### config.mk
export PLATFORM = sky130hd
export DESIGN_NAME = mw_monitor
export DESIGN_NICKNAME = d
export VERILOG_FILES = /design/src/rtl/mw_mon_pkg.sv /design/src/rtl/mw_line_sync.sv /design/src/rtl/mw_bit_track.sv /design/src/rtl/mw_status_track.sv /design/src/rtl/mw_monitor.sv
export SDC_FILE = /design/constraint.sdc
export NUM_CORES = 1
export LEC_CHECK = 0
export CAP_MARGIN = 20
export CORE_MARGIN = 2
export CORE_UTILIZATION = 38
export CTS_BUF_LIST = sky130_fd_sc_hd__clkbuf_8
export DETAILED_ROUTE_END_ITERATION = 6
export GPL_ROUTABILITY_DRIVEN = 0
export PLACE_DENSITY_LB_ADDON = 0.25
export SYNTH_ARGS = -nofsm -noshare
export SYNTH_HDL_FRONTEND = slang
export SYNTH_HIERARCHICAL = 1
export SYNTH_SLANG_ARGS = --single-unit
### constraint.sdc
create_clock -name clk -period 2.6 [get_ports clk]
set_clock_uncertainty 0.05 [all_clocks]
set_input_delay 0.39 -clock clk [delete_from_list [all_inputs] [get_ports clk]]
set_output_delay 0.39 -clock clk [all_outputs]
set_load 0.1 [all_outputs]
### src/rtl/mw_mon_pkg.sv
// Shared types and line indices for the serial bus monitor.
package mw_mon_pkg;

    typedef enum logic [1:0] {
        REC_BIT   = 2'd0,
        REC_BUSY  = 2'd1,
        REC_READY = 2'd2
    } rec_kind_e;

    localparam int unsigned LN_CS   = 0;
    localparam int unsigned LN_SK   = 1;
    localparam int unsigned LN_SI   = 2;
    localparam int unsigned LN_SO   = 3;
    localparam int unsigned N_LINES = 4;

endpackage

### src/rtl/mw_line_sync.sv
// Synchronises N asynchronous lines and reports level, rise and fall.
// Assumes STAGES >= 2. The level is the last synchroniser stage. Edges
// compare it with one extra history flop, so edges are combinational from
// registers. Every flop resets to 0.
module mw_line_sync #(
    parameter int unsigned N      = 4,
    parameter int unsigned STAGES = 2
) (
    input  logic         clk,
    input  logic         rst_n,
    input  logic [N-1:0] raw,
    output logic [N-1:0] lvl,
    output logic [N-1:0] rise,
    output logic [N-1:0] fall
);

    for (genvar g = 0; g < N; g++) begin : g_line
        logic [STAGES-1:0] chain;
        logic              hist;

        // Shift the raw line through the synchroniser and keep one history bit.
        always_ff @(posedge clk) begin
            if (!rst_n) begin
                chain <= '0;
                hist  <= 1'b0;
            end else begin
                chain <= {chain[STAGES-2:0], raw[g]};
                hist  <= chain[STAGES-1];
            end
        end

        assign lvl[g]  = chain[STAGES-1];
        assign rise[g] = chain[STAGES-1] & ~hist;
        assign fall[g] = ~chain[STAGES-1] & hist;
    end

endmodule

### src/rtl/mw_bit_track.sv
// Tracks one select window, classes it from the first clock rising edge,
// and assembles bit records for transfer windows.
// Assumes synchronised inputs. At most one select edge occurs per cycle.
module mw_bit_track #(
    parameter int unsigned TS_W     = 32,
    parameter int unsigned MAX_BITS = 64
) (
    input  logic            clk,
    input  logic            rst_n,
    input  logic [TS_W-1:0] now,
    input  logic            cs_rise,
    input  logic            cs_fall,
    input  logic            sk_lvl,
    input  logic            sk_rise,
    input  logic            sk_fall,
    input  logic            si_lvl,
    input  logic            so_lvl,
    output logic            xfer_win,
    output logic            bit_valid,
    output logic [TS_W-1:0] bit_t0,
    output logic [TS_W-1:0] bit_t1,
    output logic            bit_si,
    output logic            bit_so,
    output logic            bit_first,
    output logic            warn_sk_high,
    output logic            warn_ovf
);

    localparam int unsigned CNT_W = $clog2(MAX_BITS + 1);

    logic             in_win, seen_rise, open_q, si_q, so_q, first_q;
    logic [TS_W-1:0]  t0_q;
    logic [CNT_W-1:0] nbits;
    logic             close_mid, close_last, close_any, room;

    // Decide whether an open bit ends in this cycle and whether it may be emitted.
    always_comb begin
        close_mid  = in_win & ~cs_rise & ~cs_fall & sk_rise & seen_rise & xfer_win;
        close_last = in_win & cs_fall & xfer_win & open_q & ~sk_lvl;
        close_any  = close_mid | close_last;
        room       = nbits < CNT_W'(MAX_BITS);
    end

    // Window state, classification and bit assembly.
    always_ff @(posedge clk) begin
        if (!rst_n) begin
            in_win <= 1'b0;  seen_rise <= 1'b0; xfer_win <= 1'b0;
            open_q <= 1'b0;  si_q <= 1'b0;      so_q <= 1'b0;
            first_q <= 1'b0; t0_q <= '0;        nbits <= '0;
            bit_valid <= 1'b0; bit_t0 <= '0; bit_t1 <= '0;
            bit_si <= 1'b0; bit_so <= 1'b0; bit_first <= 1'b0;
            warn_sk_high <= 1'b0; warn_ovf <= 1'b0;
        end else begin
            bit_valid    <= 1'b0;
            warn_sk_high <= 1'b0;
            warn_ovf     <= 1'b0;
            if (close_any) begin
                if (room) begin
                    bit_valid <= 1'b1;
                    bit_t0    <= t0_q;
                    bit_t1    <= now;
                    bit_si    <= si_q;
                    bit_so    <= so_q;
                    bit_first <= first_q;
                    nbits     <= nbits + 1'b1;
                end else begin
                    warn_ovf <= 1'b1;
                end
            end
            if (cs_rise) begin
                in_win       <= 1'b1;
                seen_rise    <= 1'b0;
                xfer_win     <= 1'b0;
                open_q       <= 1'b0;
                so_q         <= 1'b0;
                first_q      <= 1'b0;
                nbits        <= '0;
                warn_sk_high <= sk_lvl;
            end else if (in_win && cs_fall) begin
                in_win <= 1'b0;
                open_q <= 1'b0;
            end else if (in_win) begin
                if (sk_rise) begin
                    if (!seen_rise) begin
                        seen_rise <= 1'b1;
                        xfer_win  <= si_lvl;
                        if (si_lvl) begin
                            open_q  <= 1'b1;
                            t0_q    <= now;
                            si_q    <= 1'b1;
                            first_q <= 1'b1;
                        end
                    end else if (xfer_win) begin
                        t0_q    <= now;
                        si_q    <= si_lvl;
                        first_q <= 1'b0;
                    end
                end
                if (sk_fall) begin
                    so_q <= so_lvl;
                end
            end
        end
    end

endmodule

### src/rtl/mw_status_track.sv
// Follows the output line during a select window. When a window that is not
// a transfer ends, it emits busy/ready interval records. Assumes xfer_win
// is valid in the cycle the select fall is detected.
module mw_status_track
    import mw_mon_pkg::*;
#(
    parameter int unsigned TS_W = 32
) (
    input  logic            clk,
    input  logic            rst_n,
    input  logic [TS_W-1:0] now,
    input  logic            cs_rise,
    input  logic            cs_fall,
    input  logic            so_lvl,
    input  logic            so_rise,
    input  logic            xfer_win,
    output logic            st_valid,
    output rec_kind_e       st_kind,
    output logic [TS_W-1:0] st_t0,
    output logic [TS_W-1:0] st_t1
);

    logic            win, so_init, rose, pend;
    logic [TS_W-1:0] w_t0, rise_t, end_t;

    // Record window start, first output-line rise and emit intervals at the end.
    always_ff @(posedge clk) begin
        if (!rst_n) begin
            win <= 1'b0; so_init <= 1'b0; rose <= 1'b0; pend <= 1'b0;
            w_t0 <= '0; rise_t <= '0; end_t <= '0;
            st_valid <= 1'b0; st_kind <= REC_BUSY; st_t0 <= '0; st_t1 <= '0;
        end else begin
            st_valid <= 1'b0;
            pend     <= 1'b0;
            if (pend) begin
                st_valid <= 1'b1;
                st_kind  <= REC_READY;
                st_t0    <= rise_t;
                st_t1    <= end_t;
            end
            if (cs_rise) begin
                win     <= 1'b1;
                w_t0    <= now;
                so_init <= so_lvl;
                rose    <= 1'b0;
            end else if (win && cs_fall) begin
                win <= 1'b0;
                if (!xfer_win) begin
                    st_valid <= 1'b1;
                    st_t0    <= w_t0;
                    if (so_init) begin
                        st_kind <= REC_READY;
                        st_t1   <= now;
                    end else if (rose) begin
                        st_kind <= REC_BUSY;
                        st_t1   <= rise_t;
                        end_t   <= now;
                        pend    <= 1'b1;
                    end else begin
                        st_kind <= REC_BUSY;
                        st_t1   <= now;
                    end
                end
            end else if (win && so_rise && !so_init && !rose) begin
                rose   <= 1'b1;
                rise_t <= now;
            end
        end
    end

endmodule

### src/rtl/mw_monitor.sv
// Passive monitor for a three-wire half-duplex serial bus. Synchronises
// the four lines, timestamps events with a free-running counter and
// merges bit and status records onto one strobed output. Bit and status
// records never fall in the same cycle, because one window has one class.
module mw_monitor
    import mw_mon_pkg::*;
#(
    parameter int unsigned TS_W        = 32,
    parameter int unsigned MAX_BITS    = 64,
    parameter int unsigned SYNC_STAGES = 2
) (
    input  logic            clk,
    input  logic            rst_n,
    input  logic            mw_cs,
    input  logic            mw_sk,
    input  logic            mw_si,
    input  logic            mw_so,
    output logic            rec_valid,
    output logic [1:0]      rec_kind,
    output logic [TS_W-1:0] rec_t_start,
    output logic [TS_W-1:0] rec_t_end,
    output logic            rec_si,
    output logic            rec_so,
    output logic            rec_first,
    output logic            warn_sk_high,
    output logic            warn_overflow
);

    logic [N_LINES-1:0] raw, lvl, rise, fall;
    logic [TS_W-1:0]    now;
    logic               xfer_win;
    logic               bit_valid, bit_si, bit_so, bit_first;
    logic [TS_W-1:0]    bit_t0, bit_t1, st_t0, st_t1;
    logic               st_valid;
    rec_kind_e          st_kind;

    assign raw[LN_CS] = mw_cs;
    assign raw[LN_SK] = mw_sk;
    assign raw[LN_SI] = mw_si;
    assign raw[LN_SO] = mw_so;

    // Free-running sample counter used for every timestamp.
    always_ff @(posedge clk) begin
        if (!rst_n) now <= '0;
        else        now <= now + 1'b1;
    end

    mw_line_sync #(.N(N_LINES), .STAGES(SYNC_STAGES)) u_sync (
        .clk(clk), .rst_n(rst_n), .raw(raw), .lvl(lvl), .rise(rise), .fall(fall)
    );

    mw_bit_track #(.TS_W(TS_W), .MAX_BITS(MAX_BITS)) u_bits (
        .clk(clk), .rst_n(rst_n), .now(now),
        .cs_rise(rise[LN_CS]), .cs_fall(fall[LN_CS]),
        .sk_lvl(lvl[LN_SK]), .sk_rise(rise[LN_SK]), .sk_fall(fall[LN_SK]),
        .si_lvl(lvl[LN_SI]), .so_lvl(lvl[LN_SO]),
        .xfer_win(xfer_win),
        .bit_valid(bit_valid), .bit_t0(bit_t0), .bit_t1(bit_t1),
        .bit_si(bit_si), .bit_so(bit_so), .bit_first(bit_first),
        .warn_sk_high(warn_sk_high), .warn_ovf(warn_overflow)
    );

    mw_status_track #(.TS_W(TS_W)) u_stat (
        .clk(clk), .rst_n(rst_n), .now(now),
        .cs_rise(rise[LN_CS]), .cs_fall(fall[LN_CS]),
        .so_lvl(lvl[LN_SO]), .so_rise(rise[LN_SO]), .xfer_win(xfer_win),
        .st_valid(st_valid), .st_kind(st_kind), .st_t0(st_t0), .st_t1(st_t1)
    );

    // Merge the two record sources onto the output record.
    always_comb begin
        rec_valid   = st_valid | bit_valid;
        rec_kind    = st_valid ? st_kind : REC_BIT;
        rec_t_start = st_valid ? st_t0 : bit_t0;
        rec_t_end   = st_valid ? st_t1 : bit_t1;
        rec_si      = st_valid ? 1'b0 : bit_si;
        rec_so      = st_valid ? 1'b0 : bit_so;
        rec_first   = st_valid ? 1'b0 : bit_first;
    end

endmodule

==> summary.md <==
| Metric | Value |
|---|---|
| Max Fanout on Critical Path | 31 |
| Worst setup path category | flip-flop to output pin |
| Routed wire length | 31.7 mm |
| Worst Hold Path EP | u_stat/win$_SDFFE_PN0P_ |
| Max clock buf depth | 3 |
| Setup violators final | 0 |
| Internal | 7.43 mW |
| Clk Latency, worst-skew pair | 0.58 ns |
| Leakage | 6.79 nW |
| Setup tns final | 0 ns |
| Mapped Cells | 1414 |
| Placed cells | 1889 |
| DRT Pass-1 Iters | 5 |
| Maxcap violations | 0 |
| Final-report max-slew violation count | 0 |
| Fin crit period | 2.48 ns |
| Max_slew headroom | 45.5% |
| Final Hold Fails | 0 |
| Comb power frac | 2.4% |
| Port Buf Inserts | 77 |
| Vias per cell | 5.06 |
| Synth warn | 6 |
| Switching power total | 2.12 mW |
| Status | complete, no violations |
| Fillers | 3425 |
| Reg power frac | 52.8% |
| Final HPWL DP | 20.1 mm |
| Post-CTS Resized | 0 |
| Cell count of the worst hold path | 2 |
| Final Core Density | 46.6% |
| GRT overflow | 0 |
| Reg2Reg Depth | 4 |
| Total number of vias | 10021 |
| Max IR drop VDD | 374 µV |
| RSZ-0062 raised after global routing | no |
| Fmax | 403 MHz |
| GRT Overall Usage | 16.3% |
| CTS root buffer | clkbuf_8 |
| Worst path required time | 2.16 ns |
| Hold path startpoint | rst_n |
| CP top delay family | flip-flops |
| CP Data Arrival Time | 2.04 ns |
| Slew @ Worst Pin | 0.817 ns |
| First-pass GRT wire length | 52.0 mm |
| Chip Height | 197 µm |
| Multi-input gate area | 7070 µm² |
| CTS H-tree depth | 2 |
| CTS tree | built |
| I/O Pins | 78 |
| DR WL/cell | 16.0 µm |
| Final nets | 1485 |
| Vias in the first global route | 10049 |
| Crit start category | flip-flop |
| Post-DRT Antenna Nets | 0 |
| Clk network pwr share | 44.9% |
| R2R setup slack | 0.26 ns |
| Worst path max stage delay | 0.57 ns |
| Clk slew on worst S/H paths | 0.07 ns |
| Sink Count | 326 |
| Total core area | 36700 µm² |
| Reg-to-reg startpoint | now[8]$_SDFF_PN0_ |
| 1st-iter DRT viols | 515 |
| CTS Buf Count | 54 |
| Hold_buf cts | 0 |
| HP Class | primary input to flip-flop |
| Initial Utilization | 38.7% |
| Antenna cells | 0 |
| Worst setup EP type | output pin |
| Die X | 197 µm |
| Post-route cell area | 17100 µm² |
| Critical Path Most Common Cell | buf_12 |
| Final Power | 9.54 mW |
| Initial antenna violation count | 0 |
| Mapped cell area | 14200 µm² |
| Crit-path cells | buf_12, mux2_2, buf_12 |
| Area of placed instances | 16100 µm² |
| Die Area | 39000 µm² |
| DRC Markers | 0 |
| Syn nets | 1422 |
| Pwr per Cell Area | 558 nW/µm² |
| Area Growth Syn to Fin | 20.3% |
| Critical-path top delay cell | dfxtp_4 |
| Worst reg2reg endpoint | now[31]$_SDFF_PN0_ |
| Final Cycle Share | 95.4% |
| FF/Latch Area | 6530 µm² |
| Largest net degree at the start of global routing | 140 |
| Core Rows | 70 |
| Non-Filler Instances | 1979 |
| Mean post-synth cell area | 10.1 µm² |
| Setup bufs post-CTS | 0 |
| Switching share of power | 22.2% |
| WP buf/inv | 2 |
| Layout cell share with drive strength beyond 1 | 19.8% |
power by group through the flow:
stage | logic, mW | clock network [mW] | registers [mW]
after floorplan | 0.167 | 0 | 5.14
after global placement | 0.224 | 0 | 5.14
after detailed placement | 0.228 | 0 | 5.14
after CTS | 0.228 | 4.42 | 5.03
after global routing | 0.247 | 4.66 | 5.03
final | 0.225 | 4.28 | 5.03
through the flow:
| step | setup WS [ns] | hold slack (ns) |
|---|---|---|
| floorplan | 0.186 | 0.368 |
| global placement | 0.345 | 0.389 |
| detailed placement | 0.285 | 0.388 |
| CTS | 0.0580 | 0.0528 |
| global route | 0.0211 | 0.0623 |
| finish | 0.120 | 0.0802 |
how the worst max path moves through the flow:
stage | start | end | slack (ns) | cells past startpoint
5_1_grt | u_stat/st_valid$_SDFF_PN0_ | rec_t_end[7] | 0.02 | 3
3_3_place_gp | now[8]$_SDFF_PN0_ | now[31]$_SDFF_PN0_ | 0.34 | 4
6_report | u_stat/st_valid$_SDFF_PN0_ | rec_t_start[12] | 0.12 | 3
3_5_place_dp | now[8]$_SDFF_PN0_ | now[31]$_SDFF_PN0_ | 0.29 | 4
2_1_floorplan | u_stat/st_valid$_SDFF_PN0_ | rec_first | 0.19 | 3
4_1_cts | u_stat/st_valid$_SDFF_PN0_ | rec_t_start[12] | 0.06 | 3
layout by cell type (no fill, tap or decap), types with 8 or more instances in the layout:
cell type and instances:
o31ai_1 8, or4_1 9, o211a_1 32, clkbuf_8 65, a21oi_1 50, mux2_2 96
buf_4 29, inv_1 25, o21ai_0 41, buf_12 80, dfxtp_1 324, nand2b_1 13
mux2i_1 275, nor2_1 15, nor2b_1 43, nand3_1 16, nand2_1 285, nand4_1 11
and2_1 12
flip-flops by register name, summed over array words and instances, names as in the netlist, 2 cells and up:
register and count:
now 32, u_sync/g_line.hist 3, u_bits/bit_t0 32, u_bits/bit_t1 32
u_stat/rise_t 32, u_sync/g_line.chain 8, u_bits/nbits 7, u_stat/st_kind 2
u_stat/st_t0 32, u_stat/end_t 32, u_stat/st_t1 32, u_stat/w_t0 32
u_bits/t0_q 32
worst register-to-register path: cells and delay by family (launching register included):
kind,cells,cell delay [ns]
AO/OA/AOI/OAI,1,0.14
flip-flops,1,0.47
AND/OR/NAND/NOR,3,1.58
cell type report:
| type | count | area share, % |
|---|---|---|
| multi-input combinational | 975 | 41.3 |
| sequential | 326 | 38.2 |
| timing repair buffer | 114 | 11.0 |
| clock buffer | 65 | 5.23 |
| tap | 468 | 3.42 |
| clock inverter | 25 | 0.753 |
| inverter | 6 | 0.132 |
routing by layer:
layer  global-route usage, %  routed length, µm  vias to the layer above
met5                       0                  0                        -
met4                    4.32                536                        0
met3                    2.48                960                       54
met2                    27.9              15200                      131
met1                    21.5              15100                     4803
li1                        -                  -                     5033
No activity file was read; power rests on OpenSTA's default activity.
